--- src/rtl/sq_pkg.sv ---
`timescale 1ns/1ps
package sq_pkg;

   localparam logic [1:0] SZ_BYTE = 2'd0;
   localparam logic [1:0] SZ_HALF = 2'd1;

   function automatic logic [3:0] lane_mask(input logic [1:0] off, input logic [1:0] sz);
      logic [3:0] m;
      case (sz)
         SZ_BYTE: m = 4'b0001 << off;
         SZ_HALF: m = off[1] ? 4'b1100 : 4'b0011;
         default: m = 4'b1111;
      endcase
      return m;
   endfunction

   function automatic logic [31:0] lane_bits(input logic [3:0] m);
      logic [31:0] b;
      for (int n = 0; n < 4; n++) b[n*8 +: 8] = {8{m[n]}};
      return b;
   endfunction

   function automatic logic [31:0] size_keep(input logic [1:0] sz);
      logic [31:0] k;
      case (sz)
         SZ_BYTE: k = 32'h0000_00FF;
         SZ_HALF: k = 32'h0000_FFFF;
         default: k = 32'hFFFF_FFFF;
      endcase
      return k;
   endfunction

endpackage

--- src/rtl/sq_ptrs.sv ---
`timescale 1ns/1ps
module sq_ptrs #(
   parameter int DEPTH = 8,
   localparam int PW = $clog2(DEPTH)
) (
   input  logic          clk,
   input  logic          rst_n,
   input  logic          push,
   input  logic          pop,
   output logic [PW:0]   head,
   output logic [PW:0]   tail,
   output logic [PW:0]   count,
   output logic          full
);

   always_ff @(posedge clk) begin
      if (!rst_n) begin
         head <= '0;
         tail <= '0;
      end else begin
         if (push) tail <= tail + 1'b1;
         if (pop)  head <= head + 1'b1;
      end
   end

   assign count = tail - head;
   assign full  = (count == (PW+1)'(DEPTH));

   AST_NO_OVERFLOW: assert property (@(posedge clk) disable iff (!rst_n)
      count <= (PW+1)'(DEPTH));

endmodule

--- src/rtl/sq_slot_array.sv ---
`timescale 1ns/1ps
module sq_slot_array
   import sq_pkg::*;
#(
   parameter int DEPTH = 8,
   parameter int AW    = 32,
   localparam int PW   = $clog2(DEPTH),
   localparam int WAW  = AW - 2
) (
   input  logic             clk,
   input  logic             rst_n,
   input  logic             alloc,
   input  logic [PW-1:0]    alloc_slot,
   input  logic             exe_vld,
   input  logic [PW-1:0]    exe_slot,
   input  logic [AW-1:0]    exe_addr,
   input  logic [1:0]       exe_size,
   input  logic [31:0]      exe_data,
   input  logic [AW-1:0]    ld_addr,
   input  logic [1:0]       ld_size,
   output logic [DEPTH-1:0] exe_done,
   output logic [DEPTH-1:0] ovl,
   output logic [DEPTH-1:0] cov,
   output logic [WAW-1:0]   word_q [DEPTH],
   output logic [3:0]       mask_q [DEPTH],
   output logic [31:0]      lane_q [DEPTH]
);

   logic [3:0]  ld_mask;
   logic [3:0]  exe_mask;
   logic [31:0] exe_lane;

   assign ld_mask  = lane_mask(ld_addr[1:0], ld_size);
   assign exe_mask = lane_mask(exe_addr[1:0], exe_size);
   assign exe_lane = (exe_data << {exe_addr[1:0], 3'b000}) & lane_bits(exe_mask);

   for (genvar i = 0; i < DEPTH; i++) begin : g_slot
      localparam logic [PW-1:0] ID = PW'(i);
      logic wr_here;
      logic [3:0] common;

      assign wr_here = exe_vld && (exe_slot == ID);

      always_ff @(posedge clk) begin
         if (!rst_n)                          exe_done[i] <= 1'b0;
         else if (alloc && alloc_slot == ID)  exe_done[i] <= 1'b0;
         else if (wr_here)                    exe_done[i] <= 1'b1;
      end

      always_ff @(posedge clk) begin
         if (!rst_n) begin
            word_q[i] <= '0;
            mask_q[i] <= '0;
            lane_q[i] <= '0;
         end else if (wr_here) begin
            word_q[i] <= exe_addr[AW-1:2];
            mask_q[i] <= exe_mask;
            lane_q[i] <= exe_lane;
         end
      end

      assign common = mask_q[i] & ld_mask;
      assign ovl[i] = exe_done[i] && (word_q[i] == ld_addr[AW-1:2]) && (common != 4'b0000);
      assign cov[i] = (common == ld_mask);

      AST_ALLOC_CLEARS: assert property (@(posedge clk) disable iff (!rst_n)
         (alloc && alloc_slot == ID) |=> !exe_done[i]);
   end

endmodule

--- src/rtl/sq_age_pick.sv ---
`timescale 1ns/1ps
module sq_age_pick #(
   parameter int DEPTH = 8,
   localparam int PW = $clog2(DEPTH)
) (
   input  logic [DEPTH-1:0] cand,
   input  logic [PW-1:0]    head,
   output logic             found,
   output logic [PW-1:0]    sel
);

   // Walk from oldest to youngest; the last candidate seen is the youngest.
   always_comb begin
      found = 1'b0;
      sel   = head;
      for (int k = 0; k < DEPTH; k++) begin
         logic [PW-1:0] idx;
         idx = head + k[PW-1:0];
         if (cand[idx]) begin
            found = 1'b1;
            sel   = idx;
         end
      end
   end

endmodule

--- src/rtl/sq_fwd_search.sv ---
`timescale 1ns/1ps
module sq_fwd_search
   import sq_pkg::*;
#(
   parameter int DEPTH = 8,
   parameter int AW    = 32,
   localparam int PW   = $clog2(DEPTH)
) (
   input  logic          clk,
   input  logic          rst_n,
   input  logic          alloc_vld,
   output logic [PW:0]   alloc_tag,
   output logic          q_full,
   input  logic          exe_vld,
   input  logic [PW-1:0] exe_slot,
   input  logic [AW-1:0] exe_addr,
   input  logic [1:0]    exe_size,
   input  logic [31:0]   exe_data,
   input  logic          cmt_vld,
   output logic          mw_vld,
   output logic [AW-1:0] mw_addr,
   output logic [3:0]    mw_be,
   output logic [31:0]   mw_data,
   input  logic          ld_vld,
   input  logic [AW-1:0] ld_addr,
   input  logic [1:0]    ld_size,
   input  logic [PW:0]   ld_age,
   output logic          fw_hit,
   output logic [31:0]   fw_data,
   output logic          fw_retry,
   output logic          rd_req,
   output logic [AW-1:0] rd_addr
);

   if (DEPTH < 2 || (DEPTH & (DEPTH - 1)) != 0) begin : g_bad_depth
      $error("sq_fwd_search: DEPTH must be a power of two of at least 2");
   end
   if (AW < 3) begin : g_bad_aw
      $error("sq_fwd_search: AW must be at least 3");
   end

   localparam int WAW = AW - 2;

   logic [PW:0]      head, tail, count;
   logic             push, pop;
   logic [DEPTH-1:0] exe_done, ovl, cov, older, cand;
   logic [WAW-1:0]   word_q [DEPTH];
   logic [3:0]       mask_q [DEPTH];
   logic [31:0]      lane_q [DEPTH];
   logic             found;
   logic [PW-1:0]    sel;
   logic [PW-1:0]    hslot;
   logic [PW:0]      ld_rel;

   assign push  = alloc_vld && !q_full;
   assign hslot = head[PW-1:0];
   assign pop   = cmt_vld && (count != '0) && exe_done[hslot];

   sq_ptrs #(.DEPTH(DEPTH)) u_ptrs (
      .clk(clk), .rst_n(rst_n), .push(push), .pop(pop),
      .head(head), .tail(tail), .count(count), .full(q_full)
   );

   sq_slot_array #(.DEPTH(DEPTH), .AW(AW)) u_slots (
      .clk(clk), .rst_n(rst_n),
      .alloc(push), .alloc_slot(tail[PW-1:0]),
      .exe_vld(exe_vld), .exe_slot(exe_slot), .exe_addr(exe_addr),
      .exe_size(exe_size), .exe_data(exe_data),
      .ld_addr(ld_addr), .ld_size(ld_size),
      .exe_done(exe_done), .ovl(ovl), .cov(cov),
      .word_q(word_q), .mask_q(mask_q), .lane_q(lane_q)
   );

   // Relative age of each slot from the head; a slot is older than the load
   // when it is occupied and lies before the load's position.
   assign ld_rel = ld_age - head;
   for (genvar i = 0; i < DEPTH; i++) begin : g_age
      logic [PW:0] rel;
      assign rel      = {1'b0, PW'(i) - hslot};
      assign older[i] = (rel < count) && (rel < ld_rel);
   end
   assign cand = ovl & older;

   sq_age_pick #(.DEPTH(DEPTH)) u_pick (
      .cand(cand), .head(hslot), .found(found), .sel(sel)
   );

   logic        hit_n, retry_n, rd_n;
   logic [31:0] data_n;

   assign hit_n   = ld_vld && found && cov[sel];
   assign retry_n = ld_vld && found && !cov[sel];
   assign rd_n    = ld_vld && !found;
   assign data_n  = hit_n ? ((lane_q[sel] >> {ld_addr[1:0], 3'b000}) & size_keep(ld_size)) : 32'h0;

   always_ff @(posedge clk) begin
      if (!rst_n) begin
         fw_hit   <= 1'b0;
         fw_retry <= 1'b0;
         rd_req   <= 1'b0;
         fw_data  <= '0;
         rd_addr  <= '0;
      end else begin
         fw_hit   <= hit_n;
         fw_retry <= retry_n;
         rd_req   <= rd_n;
         fw_data  <= data_n;
         rd_addr  <= rd_n ? ld_addr : '0;
      end
   end

   assign alloc_tag = tail;
   assign mw_vld    = pop;
   assign mw_addr   = pop ? {word_q[hslot], 2'b00} : '0;
   assign mw_be     = pop ? mask_q[hslot] : 4'b0000;
   assign mw_data   = pop ? lane_q[hslot] : 32'h0;

   AST_ONE_RESULT: assert property (@(posedge clk) disable iff (!rst_n)
      $onehot0({fw_hit, fw_retry, rd_req}));
   AST_RESULT_NEEDS_QUERY: assert property (@(posedge clk) disable iff (!rst_n)
      (fw_hit || fw_retry || rd_req) |-> $past(ld_vld));
   AST_QUERY_ANSWERED: assert property (@(posedge clk) disable iff (!rst_n)
      ld_vld |=> (fw_hit || fw_retry || rd_req));
   AST_BYTE_ZEXT: assert property (@(posedge clk) disable iff (!rst_n)
      (fw_hit && $past(ld_size) == SZ_BYTE) |-> (fw_data[31:8] == 24'h0));
   AST_RETRY_NO_DATA: assert property (@(posedge clk) disable iff (!rst_n)
      fw_retry |-> (fw_data == 32'h0));
   AST_HEAD_STEP: assert property (@(posedge clk) disable iff (!rst_n)
      mw_vld |=> (head == $past(head) + 1'b1));
   AST_FULL_HOLDS: assert property (@(posedge clk) disable iff (!rst_n)
      (q_full && !mw_vld) |=> (q_full && $stable(alloc_tag)));

endmodule

--- config.mk ---
export PLATFORM = sky130hd
export DESIGN_NAME = sq_fwd_search
export DESIGN_NICKNAME = d
export VERILOG_FILES = /design/src/rtl/sq_pkg.sv /design/src/rtl/sq_ptrs.sv /design/src/rtl/sq_slot_array.sv /design/src/rtl/sq_age_pick.sv /design/src/rtl/sq_fwd_search.sv
export SDC_FILE = /design/constraint.sdc
export NUM_CORES = 2
export LEC_CHECK = 0
export BUFFER_PORTS_ARGS = -buffer_cell sky130_fd_sc_hd__buf_4
export CORE_MARGIN = 4
export CORE_UTILIZATION = 43
export CTS_BUF_LIST = sky130_fd_sc_hd__clkbuf_2 sky130_fd_sc_hd__clkbuf_4 sky130_fd_sc_hd__clkbuf_8
export CTS_CLUSTER_DIAMETER = 50
export CTS_CLUSTER_SIZE = 16
export DETAILED_ROUTE_END_ITERATION = 7
export GPL_TIMING_DRIVEN = 0
export PLACE_DENSITY = 0.63
export SETUP_SLACK_MARGIN = 0.15
export SKIP_CTS_REPAIR_TIMING = 1
export SLEW_MARGIN = 5
export SYNTH_ARGS = -nofsm -noshare
export SYNTH_HDL_FRONTEND = slang
export SYNTH_SLANG_ARGS = --single-unit
--- constraint.sdc ---
create_clock -name clk -period 7.28 [get_ports clk]
set_input_delay 0.364 -clock clk [delete_from_list [all_inputs] [get_ports clk]]
set_output_delay 0.364 -clock clk [all_outputs]
set_load 0.05 [all_outputs]
; ---- Yosys cells after proc, flatten, opt, wreduce, memory -nomap -nowiden
; Cells that the tools add are included.
; Widths: inputs -> output; s select.
[op_classes]
n_addsub = 19
order_cmp = 27
n_eq_ne = 33
shifts = 4
mux = 55
bitwise = 14
n_reduce_logical = 73
[op_table]
columns = cell, n
row1 = $eq 30x30->1, 8
row2 = $bmux 32 s3, 2
row3 = $mux 32, 6
row4 = $bmux 30 s3, 1
row5 = $and 32x32->32, 2
row6 = $lt 3x4->1, 16
row7 = $pmux 32 s2, 1
row8 = $mux 30, 2
row9 = $logic_and 1x1->1, 47
row10 = $lt 3x4->1 const B, 9
row11 = $reduce_bool 4->1, 9
row12 = $and 4x4->4, 8
row13 = $eq 4x4->1, 8
row14 = $shl 32x5->32, 1
row15 = $shr 32x5->32, 1
row16 = $bmux 1 s3, 10
row17 = $eq 3x3->1 const B, 8
row18 = $mux 3, 7
row19 = $mux 4, 5
row20 = $mux 1, 18
row21 = $pmux 4 s2, 2
row22 = $reduce_or 2->1, 8
row23 = $add 3x3->3 const B, 4
row24 = $bmux 4 s3, 1
row25 = 20 further kinds, 41
[totals]
ff_bits = 611
inputBits = 113
output_inout_bits = 141
wordCells = 264

; ---- Depth between registers and ports, before layout
[depth]
ltp_word = 21
mapped_depth = 23
ltp_nobuf = 21

; ---- By module
; A second synthesis with hierarchy kept.
[unflattened]
cells_unflattened = 3693
hier_area_um2 = 34250.3
[modules_own_cells]
columns = module, n_inst, cells_per_inst, area_each_um2, seq_area_each_um2
row1 = sq_slot_array, 1, 2756, 23875.4, 10730.3
row2 = sq_fwd_search, 1, 806, 9085.0, 1341.3
row3 = sq_age_pick, 1, 83, 817.0, 0.0
row4 = sq_ptrs, 1, 48, 473.0, 160.2

; ---- Worst setup path after synthesis
; No wires, ideal clock.
[synth_timing]
path_type = register to register
startpoint = register u_ptrs.head[0]
endpoint = register fw_data[7]
setup_time_ps = 95
arrival_time_ps = 5555
slack_ps = 1630
stages_incl_launch_ff = 21
synth_period_minus_slack_ps = 5650
path_cell_list = dfxtp_1 > inv_1 > clkbuf_1 > clkbuf_1 > ha_1 > clkbuf_1 > clkinv_1 > ha_1 > a21oi_1 > maj3_1 > o2111ai_2 > o32ai_4 > o22ai_1 > or3_1 > a211oi_4 > mux2i_2 > buf_2 > a221oi_1 > a221oi_1 > mux2i_1 > a221oi_1
[synth_via]
elab_chain_len = 19
word_cells_on_any_way = 84
classes_between = 17 x add/sub / 16 x order compare / 1 x shift / 36 x mux / 3 x bitwise / 11 x reduce/logical
[synth_rtl]
columns = item, line
row1 = from (decl), sq_ptrs.sv:10  ; output logic [PW:0] head,
row2 = from (signal assigned), sq_ptrs.sv:22  ; if (pop) head <= head + 1'b1;
row3 = $sub 1x3->3 *, sq_fwd_search.sv:79  ; assign rel = {1'b0, PW'(i) - hslot};
row4 = net g_age[1].rel[0], sq_fwd_search.sv:78  ; logic [PW:0] rel;
row5 = $lt 3x4->1, sq_fwd_search.sv:80  ; assign older[i] = (rel < count) && (rel < ld_rel);
row6 = $logic_and 1x1->1 *, sq_fwd_search.sv:80
row7 = $and 8x8->8 *, sq_fwd_search.sv:82  ; assign cand = ovl & older;
row8 = $bmux 1 s3, sq_age_pick.sv:19  ; if (cand[idx]) begin
row9 = $mux 1 (not written as such), sq_age_pick.sv:19
row10 = $mux 3 (7 in series), sq_age_pick.sv:19
row11 = $not 3->4 (not written as such), sq_fwd_search.sv:94  ; assign data_n = hit_n ? ((lane_q[sel] >> {ld_addr[1:0], 3'b000}) & size_keep(ld_size)) : 32'h0;
row12 = $bmux 32 s3, sq_fwd_search.sv:94
row13 = $mux 32 (not written as such) (2 in series), sq_fwd_search.sv:94
row14 = $shr 32x5->32, sq_fwd_search.sv:94
row15 = $and 32x32->32, sq_fwd_search.sv:94
row16 = to (signal assigned), sq_fwd_search.sv:107  ; fw_data <= data_n;
row17 = to (decl), sq_fwd_search.sv:29  ; output logic [31:0] fw_data,
; Mark *: on every way through the listed nets, which the timed path passes. The rest lies on a longest branch. The select of a mux whose other input is x is not followed.
; A chain may end at the register's enable or synchronous reset.

; ---- Worst setup path after layout
[layout_timing]
startpoint = register u_ptrs.head[2]
endpoint = register fw_data[0]
[layout_via]
elab_chain_len = 19
word_cells_on_any_way = 84
classes_between = 17 x add/sub / 16 x order compare / 1 x shift / 36 x mux / 3 x bitwise / 11 x reduce/logical
[layout_rtl]
columns = item, line
row1 = $sub 4x4->4 (tied with other cells), sq_ptrs.sv:26  ; assign count = tail - head;
row2 = $lt 3x4->1, sq_fwd_search.sv:80
row3 = $logic_and 1x1->1, sq_fwd_search.sv:80
row4 = $and 8x8->8, sq_fwd_search.sv:82
row5 = $bmux 1 s3, sq_age_pick.sv:19
row6 = $mux 1 (not written as such), sq_age_pick.sv:19
row7 = $mux 3 (7 in series), sq_age_pick.sv:19
row8 = $not 3->4 (not written as such), sq_fwd_search.sv:94
row9 = $bmux 32 s3, sq_fwd_search.sv:94
row10 = $mux 32 (not written as such) (2 in series), sq_fwd_search.sv:94
row11 = $shr 32x5->32, sq_fwd_search.sv:94
row12 = $and 32x32->32, sq_fwd_search.sv:94
; Parallel ways exist; a longest one is shown, timed or not. The select of a mux whose other input is x is not followed.

==> run metrics <==
total grt overflow=0; post-synthesis cell count=4216; post-DR vias/cell=6.26; initial cell density of the core=0.434; Synth async-reset ratio=0; CTS sink cnt=611; Avg WL per Cell=29.8 um; PortBufs=187; nets=4675; final setup vio count=0; Routed WL=171000 um; Routed Antenna Nets=0; GP Congestion=1.08; clk slew on worst S/H paths=0.10 ns; First-pass DRT Iterations=8; fill cell count=8227; CTS Buffer Depth=3; Seq/Total Area, Yosys=0.336; proportion of layout cells with a drive suffix above 1=0.168; final hold violations=14; Layout area overhead=15.3%; Netlist cell types=111; hold_ws=-0.0210 ns; hpwl dp=131000 um; register-to-register setup slack=0.03 ns; largest net degree at the start of global routing=19; first-pass GRT wire length=240000 um; Global Route Usage Sum=0.367; failing checks=negative hold slack, max-capacitance violations, max-slew violations; fin crit share=0.995; # IOs=254; vias in the first global route=33289; Vias=35969; CORE AREA=83800 sq um; cell count after placement=5540; Worst setup SP type=register; Die ar.=89400 sq um; Post-Syn Area=36400 sq um; DR iter-0 viols=5394; Core Util, Final=0.501; Post-Place Cell Area=39300 sq um; root buf cell=clkbuf_8; RSZ-0062 raised after global routing=true; Slew headroom=-0.00512; number of flops mapped to enable cells by yosys=0; CTS Buf Count=87; final instance area=42000 sq um; die height=299 um; clock latency on the worst-skew pair=0.77 ns; Setup CP Type=reg2reg; Finished Layout Cells=5747; Max Cap Violations=1; Worst Tran Pin Value=1.50 ns; maximum clock rate=0.138 GHz; Site Rows=106; critical path required time=7.90 ns; drt drc=0; CP Capture Type=register; Hold WC Path Type=in2reg; PwrDens=190 nW/um^2; initial antenna violation count=15; worst vdd ir=0.208 mV; final-report max-slew violation count=8; Ys Warns=0; minimum clock period=7.25 ns; clock skew=0.0594 ns; status=complete, but fails checks; Arr. time, crit path=7.86 ns; Avg Inst Size Synth=8.63 sq um; Crit Path Max Fanout=11; Synth Register Bits=611; chip width=299 um; CTS tree=done; LEAKAGE=14.6 nW; CTS H-tree lvls=3; ys flop type=dfxtp_1
[worst paths after layout]
kind / startpoint / cells after the start / endpoint
min: exe_addr[23] / 3 / u_slots.word_q[21]
max: u_ptrs.head[2] / 20 / fw_data[0]
max reg2reg: u_ptrs.head[2] / 20 / fw_data[0]
min reg2reg: u_slots.lane_q[196] / 2 / u_slots.lane_q[196]
[sequential cells by signal, indices dropped and copies added (netlist names)]
name and cells:
u_slots.lane_q 256, rd_addr 32, fw_hit 1, fw_retry 1, u_slots.mask_q 32, u_ptrs.head 4, rd_req 1, u_slots.exe_done 8
u_ptrs.tail 4, u_slots.word_q 240, fw_data 32
[metrics by stage]
step | worst slack (ns) | setup TNS [ns] | total power, mW
2_1_floorplan | 1.63 | 0 | 4.25
3_5_place_dp | -0.910 | -17.92 | 4.72
6_report | 0.0346 | 0 | 7.98
4_1_cts | -0.903 | -23.90 | 7.89
5_1_grt | -0.0429 | -0.104 | 8.17
3_3_place_gp | -0.913 | -18.57 | 4.72
[metal layers]
metal	share of wire	wire [um]	vias to the layer above	track usage
li1	-	-	15538	-
met1	0.39	67300	17425	0.494
met2	0.42	71600	2534	0.538
met3	0.13	23000	460	0.111
met4	0.054	9320	12	0.170
met5	0.00050	85	-	0
[placed cells by master (no fill, tap or decap), types with 14 or more instances in the layout]
| cell | instances |
|---|---|
| nand2_1 | 1154 |
| dfxtp_1 | 609 |
| a21boi_0 | 434 |
| xnor2_1 | 230 |
| clkbuf_1 | 229 |
| buf_4 | 222 |
| mux4_2 | 139 |
| mux2i_1 | 129 |
| a21oi_1 | 127 |
| nand4_1 | 101 |
| nor2_1 | 98 |
| o211a_1 | 98 |
| clkbuf_8 | 97 |
| buf_2 | 50 |
| o21ai_0 | 44 |
| nand3_1 | 39 |
| mux2_2 | 37 |
| and2_1 | 36 |
| nor3_1 | 35 |
| dlygate4sd3_1 | 29 |
| a211oi_1 | 28 |
| inv_1 | 27 |
| o22ai_1 | 27 |
| buf_1 | 26 |
| ha_1 | 26 |
| nor4_1 | 22 |
| o21ai_1 | 20 |
| clkbuf_2 | 20 |
| inv_6 | 19 |
| buf_6 | 18 |
| nor2b_1 | 17 |
| o21bai_1 | 17 |
| a221oi_1 | 16 |
| a22o_1 | 16 |
| and3_1 | 15 |
| nand2b_1 | 14 |
[layout make-up]
class                           instances  area [sq um]  share of cell area
Multi-Input combinational cell       3202         22600               0.538
Sequential cell                       611         12200               0.292
Timing Repair Buffer                  228          1800              0.0430
Buffer                                371          1730              0.0413
Tap cell                             1134          1420              0.0338
Clock buffer                          100          1360              0.0324
Clock inverter                         61           676              0.0161
Inverter                               33           128             0.00304
Antenna cell                            7          17.5            0.000417
[Yosys cell counts (all sizes together), types with 8 or more instances]
cell | number | area, sq um
a211oi | 39 | 340
a21boi | 435 | 3280
a21oi | 134 | 686
a221o | 13 | 130
a221oi | 25 | 236
a22o | 16 | 140
a22oi | 8 | 60.1
a311oi | 10 | 93.8
a31oi | 8 | 71.3
and2 | 45 | 282
and3 | 15 | 93.8
buf | 123 | 764
clkbuf | 248 | 943
dfxtp | 611 | 12200
ha | 26 | 325
inv | 29 | 109
maj3 | 11 | 110
mux2 | 38 | 432
mux2i | 130 | 1310
mux4 | 139 | 3130
nand2 | 1158 | 4360
nand2b | 14 | 87.6
nand3 | 41 | 215
nand4 | 102 | 644
nor2 | 104 | 408
nor2b | 17 | 106
nor3 | 37 | 185
nor4 | 30 | 240
o2111ai | 9 | 110
o211a | 98 | 981
o211ai | 11 | 87.6
o21ai | 66 | 334
o21bai | 17 | 128
o22ai | 34 | 213
o32ai | 11 | 164
or3 | 10 | 62.6
xnor2 | 243 | 2230
xor2 | 8 | 85.1
[logic make-up (layout without fill, tap and decap cells)]
| logic type | after synthesis | after routing | synth area share |
|---|---|---|---|
| AOI/OAI and AO/OA | 1001 | 1001 | 0.212 |
| xor gates and xnor gates | 251 | 251 | 0.0635 |
| adders and majority gates | 39 | 39 | 0.0131 |
| buffers and inverters | 404 | 793 | 0.0503 |
| DFF | 611 | 611 | 0.336 |
| muxes | 307 | 307 | 0.134 |
| other | 1 | 9 | 0.000103 |
| and+or+nand+nor | 1602 | 1602 | 0.191 |
[critical path: stages (launching register included)]
cell and delay (ns):
dfxtp_1 0.49, buf_4 0.26, inv_1 0.08, clkbuf_2 0.35
clkbuf_2 0.41, ha_1 0.44, and3b_1 0.20, or3_1 0.41
a221oi_1 0.87, o32ai_2 0.34, o22ai_1 0.33, a211oi_1 0.16
a2111o_1 0.37, a31oi_4 0.38, buf_6 0.29, buf_4 0.29
mux2i_1 0.27, mux2i_1 0.10, mux2_2 0.40, a221oi_4 0.55
a211oi_1 0.11
[power breakdown]
part / internal (mW) / total (mW) / leakage (nW) / switching (mW)
combinational: 0.394 / 1.24 / 8.66 / 0.845
clock: 1.53 / 3.25 / 1.02 / 1.72
sequential: 3.41 / 3.50 / 4.95 / 0.0821
total: 5.34 / 7.98 / 14.6 / 2.64
(Power assumes the default switching activity.)
